--- src/rtl/frame_pwm_pkg.sv ---
package frame_pwm_pkg;
  localparam int STEP_W = 8;
  typedef logic [STEP_W-1:0] step_t;

  // word addresses
  localparam int A_PRESC     = 0;
  localparam int A_PERIOD    = 1;
  localparam int A_EN_BASE   = 2;
  localparam int A_EDGE_BASE = 4;
  localparam int A_SYNC      = 57;
endpackage

--- src/rtl/frame_pwm_timebase.sv ---
module frame_pwm_timebase
  import frame_pwm_pkg::*;
(
  input  logic  clk,
  input  logic  rst,
  input  step_t prescale,
  input  step_t period,
  output logic  tick,
  output logic  frame_start,
  output step_t next_step,
  output step_t step
);
  step_t presc_q;

  // >= keeps the counters sane when a limit shrinks mid-frame
  assign tick        = (presc_q >= prescale);
  assign frame_start = tick && (step >= period);
  assign next_step   = frame_start ? '0 : step + 1'b1;

  always_ff @(posedge clk) begin
    if (rst) begin
      presc_q <= '0;
      step    <= '0;
    end else begin
      presc_q <= tick ? '0 : presc_q + 1'b1;
      if (tick) step <= next_step;
    end
  end
endmodule

--- src/rtl/frame_pwm_chan.sv ---
module frame_pwm_chan
  import frame_pwm_pkg::*;
(
  input  logic  clk,
  input  logic  rst,
  input  logic  tick,
  input  step_t next_step,
  input  step_t rise,
  input  step_t fall,
  input  logic  en,
  output logic  out
);
  logic hit_r, hit_f;
  assign hit_r = (next_step == rise);
  assign hit_f = (next_step == fall);

  always_ff @(posedge clk) begin
    if (rst || !en) begin
      out <= 1'b0;
    end else if (tick) begin
      if (hit_r && hit_f) out <= ~out;
      else if (hit_r)     out <= 1'b1;
      else if (hit_f)     out <= 1'b0;
    end
  end
endmodule

--- src/rtl/frame_pwm_regs.sv ---
module frame_pwm_regs
  import frame_pwm_pkg::*;
#(
  parameter int             NCH         = 16,
  parameter int             ADDR_W      = 6,
  parameter int             DATA_W      = 32,
  parameter logic [NCH-1:0] SHADOW_MASK = '0
) (
  input  logic                        clk,
  input  logic                        rst,
  input  logic                        wr_en,
  input  logic                        rd_en,
  input  logic [ADDR_W-1:0]           addr,
  input  logic [DATA_W-1:0]           wdata,
  input  logic                        frame_start,
  output step_t                       prescale,
  output step_t                       period,
  output logic [NCH-1:0][STEP_W-1:0]  act_rise,
  output logic [NCH-1:0][STEP_W-1:0]  act_fall,
  output logic [NCH-1:0]              act_en,
  output logic                        sync_pend,
  output logic [DATA_W-1:0]           rdata
);
  localparam int EN_WORDS = (NCH + 7) / 8;
  localparam int EN_BITS  = EN_WORDS * 8;

  logic [NCH-1:0][STEP_W-1:0] wr_rise, wr_fall;
  logic [EN_BITS-1:0]         wr_enb;
  logic                       sync_hit, commit;
  logic [DATA_W-1:0]          rd_val;
  logic                       wdata_unused;

  assign wdata_unused = ^wdata[DATA_W-1:STEP_W];
  assign sync_hit     = wr_en && (addr == ADDR_W'(A_SYNC));
  assign commit       = frame_start && sync_pend;

  // last-written copies (shared storage for both channel kinds)
  always_ff @(posedge clk) begin
    if (rst) begin
      prescale <= '0;
      period   <= '0;
      wr_enb   <= '0;
      wr_rise  <= '0;
      wr_fall  <= '0;
    end else if (wr_en) begin
      if (addr == ADDR_W'(A_PRESC))  prescale <= wdata[STEP_W-1:0];
      if (addr == ADDR_W'(A_PERIOD)) period   <= wdata[STEP_W-1:0];
      for (int w = 0; w < EN_WORDS; w++)
        if (addr == ADDR_W'(A_EN_BASE + w)) wr_enb[w*8 +: 8] <= wdata[7:0];
      for (int i = 0; i < NCH; i++) begin
        if (addr == ADDR_W'(A_EDGE_BASE + 2*i))     wr_rise[i] <= wdata[STEP_W-1:0];
        if (addr == ADDR_W'(A_EDGE_BASE + 2*i + 1)) wr_fall[i] <= wdata[STEP_W-1:0];
      end
    end
  end

  always_ff @(posedge clk) begin
    if (rst)               sync_pend <= 1'b0;
    else if (sync_hit)     sync_pend <= 1'b1;
    else if (frame_start)  sync_pend <= 1'b0;
  end

  for (genvar i = 0; i < NCH; i++) begin : g_act
    step_t r_q, f_q;
    logic  e_q;
    if (SHADOW_MASK[i]) begin : g_shadow
      always_ff @(posedge clk) begin
        if (rst) begin
          r_q <= '0;
          f_q <= '0;
          e_q <= 1'b0;
        end else if (commit) begin
          r_q <= wr_rise[i];
          f_q <= wr_fall[i];
          e_q <= wr_enb[i];
        end
      end
    end else begin : g_direct
      assign r_q = wr_rise[i];
      assign f_q = wr_fall[i];
      assign e_q = wr_enb[i];
    end
    assign act_rise[i] = r_q;
    assign act_fall[i] = f_q;
    assign act_en[i]   = e_q;
  end

  always_comb begin
    rd_val = '0;
    if (addr == ADDR_W'(A_PRESC))  rd_val[STEP_W-1:0] = prescale;
    if (addr == ADDR_W'(A_PERIOD)) rd_val[STEP_W-1:0] = period;
    for (int w = 0; w < EN_WORDS; w++)
      if (addr == ADDR_W'(A_EN_BASE + w)) rd_val[7:0] = wr_enb[w*8 +: 8];
    for (int i = 0; i < NCH; i++) begin
      if (addr == ADDR_W'(A_EDGE_BASE + 2*i))     rd_val[STEP_W-1:0] = wr_rise[i];
      if (addr == ADDR_W'(A_EDGE_BASE + 2*i + 1)) rd_val[STEP_W-1:0] = wr_fall[i];
    end
  end

  always_ff @(posedge clk) begin
    if (rst)        rdata <= '0;
    else if (rd_en) rdata <= rd_val;
  end
endmodule

--- src/rtl/frame_pwm.sv ---
module frame_pwm
  import frame_pwm_pkg::*;
#(
  parameter int             NCH         = 16,
  parameter int             ADDR_W      = 6,
  parameter int             DATA_W      = 32,
  parameter logic [NCH-1:0] SHADOW_MASK = 16'h00FF
) (
  input  logic              clk,
  input  logic              rst,
  input  logic              wr_en,
  input  logic              rd_en,
  input  logic [ADDR_W-1:0] addr,
  input  logic [DATA_W-1:0] wdata,
  output logic [DATA_W-1:0] rdata,
  output logic [NCH-1:0]    pwm_out
);
  step_t                      prescale, period, step, next_step;
  logic                       tick, frame_start, sync_pend;
  logic [NCH-1:0][STEP_W-1:0] act_rise, act_fall;
  logic [NCH-1:0]             act_en;

  frame_pwm_regs #(
    .NCH(NCH), .ADDR_W(ADDR_W), .DATA_W(DATA_W), .SHADOW_MASK(SHADOW_MASK)
  ) u_regs (
    .clk(clk), .rst(rst), .wr_en(wr_en), .rd_en(rd_en), .addr(addr),
    .wdata(wdata), .frame_start(frame_start), .prescale(prescale),
    .period(period), .act_rise(act_rise), .act_fall(act_fall),
    .act_en(act_en), .sync_pend(sync_pend), .rdata(rdata)
  );

  frame_pwm_timebase u_tb (
    .clk(clk), .rst(rst), .prescale(prescale), .period(period),
    .tick(tick), .frame_start(frame_start), .next_step(next_step), .step(step)
  );

  for (genvar i = 0; i < NCH; i++) begin : g_ch
    frame_pwm_chan u_ch (
      .clk(clk), .rst(rst), .tick(tick), .next_step(next_step),
      .rise(act_rise[i]), .fall(act_fall[i]), .en(act_en[i]),
      .out(pwm_out[i])
    );
  end
endmodule

--- config.mk ---
export PLATFORM = sky130hd
export DESIGN_NAME = frame_pwm
export DESIGN_NICKNAME = d
export VERILOG_FILES = /design/src/rtl/frame_pwm_pkg.sv /design/src/rtl/frame_pwm_timebase.sv /design/src/rtl/frame_pwm_chan.sv /design/src/rtl/frame_pwm_regs.sv /design/src/rtl/frame_pwm.sv
export SDC_FILE = /design/constraint.sdc
export NUM_CORES = 1
export LEC_CHECK = 0
export BUFFER_PORTS_ARGS = -buffer_cell sky130_fd_sc_hd__buf_4
export CORE_MARGIN = 2
export CORE_UTILIZATION = 50
export DETAILED_ROUTE_END_ITERATION = 12
export HOLD_SLACK_MARGIN = 0.15
export PLACE_DENSITY = 0.72
export SLEW_MARGIN = 20
export SYNTH_ARGS = -nofsm -noshare
export SYNTH_HDL_FRONTEND = slang
export SYNTH_HIERARCHICAL = 1
export SYNTH_SLANG_ARGS = --single-unit
--- constraint.sdc ---
create_clock -name clk -period 4.79 [get_ports clk]
set_input_delay 0.2395 -clock clk [delete_from_list [all_inputs] [get_ports clk]]
set_output_delay 0.2395 -clock clk [all_outputs]
set_load 0.02 [all_outputs]
==> impl_metrics.tcl <==
set metrics [dict create \
    hold_class "input pin to flop" \
    grt_usage 0.323 \
    ys_seq_area_frac 0.376 \
    reg2regPathDepth 12 \
    fin_crit_sh 0.796 \
    fin_setup_tns_ps 0 \
    coreArea_mm2 0.0488 \
    yosys.area_share.adder 0.00911 \
    antenna_found_initial 1 \
    numCtsBuffers 51 \
    slew_headroom 0.309 \
    fp.dieH_um 226 \
    r2r_slack_ps 980 \
    rsz0062_at_grt "no" \
    regToRegStartpoint "u_regs/prescale[4]$_SDFFE_PP0P_" \
    drt_iter0_markers 3194 \
    max_freq_ghz 0.262 \
    cp_max_fo 22 \
    dpl.cell_count 3644 \
    initial_utilization 0.506 \
    synthDistinctLibCells 81 \
    cts_tree "yes" \
    num_rows 81 \
    slew_violations 0 \
    synthArstFlopShare 0 \
    finalHoldViolCount 0 \
    synth_compound_area_frac 0.171 \
    hold_path_depth 3 \
    peakVddDrop_mv 0.274 \
    clock_sinks 465 \
    cpMaxStageDelayCell "nor2_4" \
    final-setup-viol-count 0 \
    htree_levels 2 \
    synth-xor-area-share 0.0953 \
    insertion_delay_ps 620 \
    area_growth_pct 6.15 \
    synth_area_per_cell_um2 7.63 \
    ys_ff_latch 465 \
    crit_required_ps 5300 \
    synthSimpleGateAreaFrac 0.226 \
    ys_warn_count 6 \
    grt_pass1_wl_um 128000 \
    tightest_slew_ps 1030 \
    clk_pin_slew_ps 60 \
    cellPowerDensity_mw_per_mm2 335 \
    cp_data_arrival_time_ps 4330 \
    start_kind "flop" \
    globalplace.congestion 0.993 \
    finalCriticalPeriod_ps 3810 \
    crit_chain "inv_1 > ha_1 > a21o_1 > a221o_1 > a41oi_4 > nor2_2 > nor2_4 > buf_12 > xor2_1 > nor3_1 > a41oi_1 > nor4b_2" \
    vias 23400 \
    finalPower_mw 8.79 \
    drt_pass1_iterations 7 \
    static-leakage-power_nw 9.04 \
    drive_gt1_frac 0.0744 \
    die_area_mm2 0.0513 \
    drt-vias-per-instance 6.27 \
    muxShareOfSynthArea 0.0337 \
    layout_setup_ws_ps 977 \
    num-nets-final 3096 \
    syn_inst 3242 \
    hpwlAfterDp_um 52400 \
    cts_hold_buf 3 \
    worstSetupPathType "flop to flop" \
    routedWlPerCell_um 22.7 \
    io_pins 90 \
    clock_path_buffers 3 \
    timing.hold.ws_ps 185 \
    drtAntennaViolNets 0 \
    grt_remaining_overflow 0 \
    drcViolationCount 0 \
    routed_wl_um 85000 \
    hold_start "wdata[5]" \
    cts_resized 0 \
    grt_pass1_vias 21600 \
    instances_no_fill 3741 \
    worst_setup_path_end_kind "flop" \
    status "finished clean" \
    synth_top_family_by_area "simple AND/OR/NAND/NOR gates" \
    place.port_buffers 41 \
    clockRootBuffer "clkbuf_16" \
    synth-edff-count 0 \
    die_w_um 226 \
    postCtsSetupBuffers 0 \
    synthFlopType "dfxtp_1" \
    finClkSkew_ps 31.1 \
    place_ws_ps 1020 \
    cpPeakStageDelay_ps 600 \
    syn_area_mm2 0.0247 \
    r2r_end "g_ch[9].u_ch/out$_SDFFE_PP0P_" \
    grt_max_degree 194 \
    cap_violations 0 \
    holdPathEnd "u_regs/g_act[12].r_q[5]$_SDFFE_PP0P_" \
]
==> critical path, delay by kind of cell, from the launching register on <==
| kind | cells | cell delay (ps) |
|---|---|---|
| compound gates | 4 | 1070 |
| xor+xnor | 1 | 100 |
| fa+ha+maj | 1 | 340 |
| buf+inv | 2 | 380 |
| flops | 1 | 390 |
| simple gates | 4 | 1400 |
==> synth_stat cells (all sizes together), types with 4 or more instances <==
library cell    n  share of area
o211ai         12         0.0036
xnor2         150          0.053
a41oi          21         0.0082
a21o            7         0.0021
o221ai          9         0.0032
nand2         935           0.14
or3             7         0.0018
mux2i          54          0.022
a21oi         488          0.099
ha             18         0.0091
clkbuf        142          0.022
o32ai           7         0.0025
nor4b          20          0.013
mux2           20         0.0091
nor2          109          0.017
o22ai          14         0.0035
and2            6         0.0015
a211oi         11         0.0038
buf           222          0.063
nand3          66          0.013
nand4          29         0.0073
and3           11         0.0028
a311oi          4         0.0014
nor4           20         0.0059
nor2b          10         0.0025
nand2b         10         0.0025
dfxtp         465           0.38
o31ai           5         0.0017
nor3           43         0.0089
o21ai          85          0.017
a32oi          12         0.0042
a221oi          8         0.0028
a22oi           8         0.0024
inv            27         0.0042
xor2          119          0.042
a31oi          17         0.0043
==> area by class of cell <==
class / instances / area (um2)
Fill cell: 4546 / 22600
Inverter: 27 / 104
Multi-Input combinational cell: 2409 / 13400
Clock inverter: 18 / 348
Timing Repair Buffer: 82 / 768
Antenna cell: 1 / 2.50
Clock buffer: 75 / 1480
Tap cell: 664 / 831
Sequential cell: 465 / 9310
==> sequential cells by signal (all words and copies together), names as in the netlist, 16 cells and up <==
signal            cells
g_ch.u_ch/out        16
u_regs/g_act.f_q    128
u_regs/g_act.r_q    128
u_regs/wr_enb        16
u_regs/wr_fall       64
u_regs/wr_rise       64
==> layout by cell type, fill, tap and decap left out, drive strengths merged, types with 12 or more instances in the layout <==
cell / count
nand2: 935
a21oi: 488
dfxtp: 465
xnor2: 150
xor2: 119
nor2: 109
o21ai: 85
buf: 79
clkbuf: 75
nand3: 66
mux2i: 54
nor3: 43
nand4: 29
inv: 27
conb: 24
a41oi: 21
mux2: 20
nor4: 20
nor4b: 20
ha: 18
a31oi: 17
o22ai: 14
a32oi: 12
o211ai: 12
==> stage by stage <==
step                      utilization  cell area, um2
final                           0.537           26300
after floorplan                     -           24800
after global routing            0.537           26300
after CTS                       0.537           26300
after global placement          0.499           24400
after detailed placement        0.499           24400
==> logic make-up after synthesis <==
| logic type | after synthesis |
|---|---|
| other cells | 1 |
| xor+xnor | 269 |
| simple gates | 1284 |
| fa+ha+maj | 18 |
| buf+inv | 391 |
| mux | 77 |
| flops | 465 |
| compound gates | 737 |
==> metal layers <==
metal | track usage | vias up | part of all wire
met2 | 0.494 | 1599 | 0.43
met5 | 0 | - | 0
met3 | 0.0603 | 344 | 0.12
met1 | 0.430 | 11100 | 0.39
met4 | 0.179 | 0 | 0.063
li1 | - | 10400 | -
==> worst max-delay path by stage <==
stage	from	end	slack [ps]
6_report	u_regs/prescale[4]$_SDFFE_PP0P_	g_ch[9].u_ch/out$_SDFFE_PP0P_	980
3_5_place_dp	u_regs/prescale[4]$_SDFFE_PP0P_	g_ch[9].u_ch/out$_SDFFE_PP0P_	1020
4_1_cts	u_regs/prescale[4]$_SDFFE_PP0P_	g_ch[10].u_ch/out$_SDFFE_PP0P_	980
2_1_floorplan	u_regs/prescale[4]$_SDFFE_PP0P_	g_ch[0].u_ch/out$_SDFFE_PP0P_	310
5_1_grt	u_tb/step[0]$_SDFFE_PP0P_	g_ch[4].u_ch/out$_SDFFE_PP0P_	750
3_3_place_gp	u_regs/prescale[4]$_SDFFE_PP0P_	g_ch[0].u_ch/out$_SDFFE_PP0P_	1090
==> power by group <==
part / switching (mW) / internal (mW) / total, mW
Combinational: 0.429 / 0.130 / 0.559
Sequential: 0.0178 / 3.88 / 3.90
Clock: 1.66 / 2.67 / 4.33
Total: 2.11 / 6.68 / 8.79
Note: power is estimated with default switching activity, not from simulation.
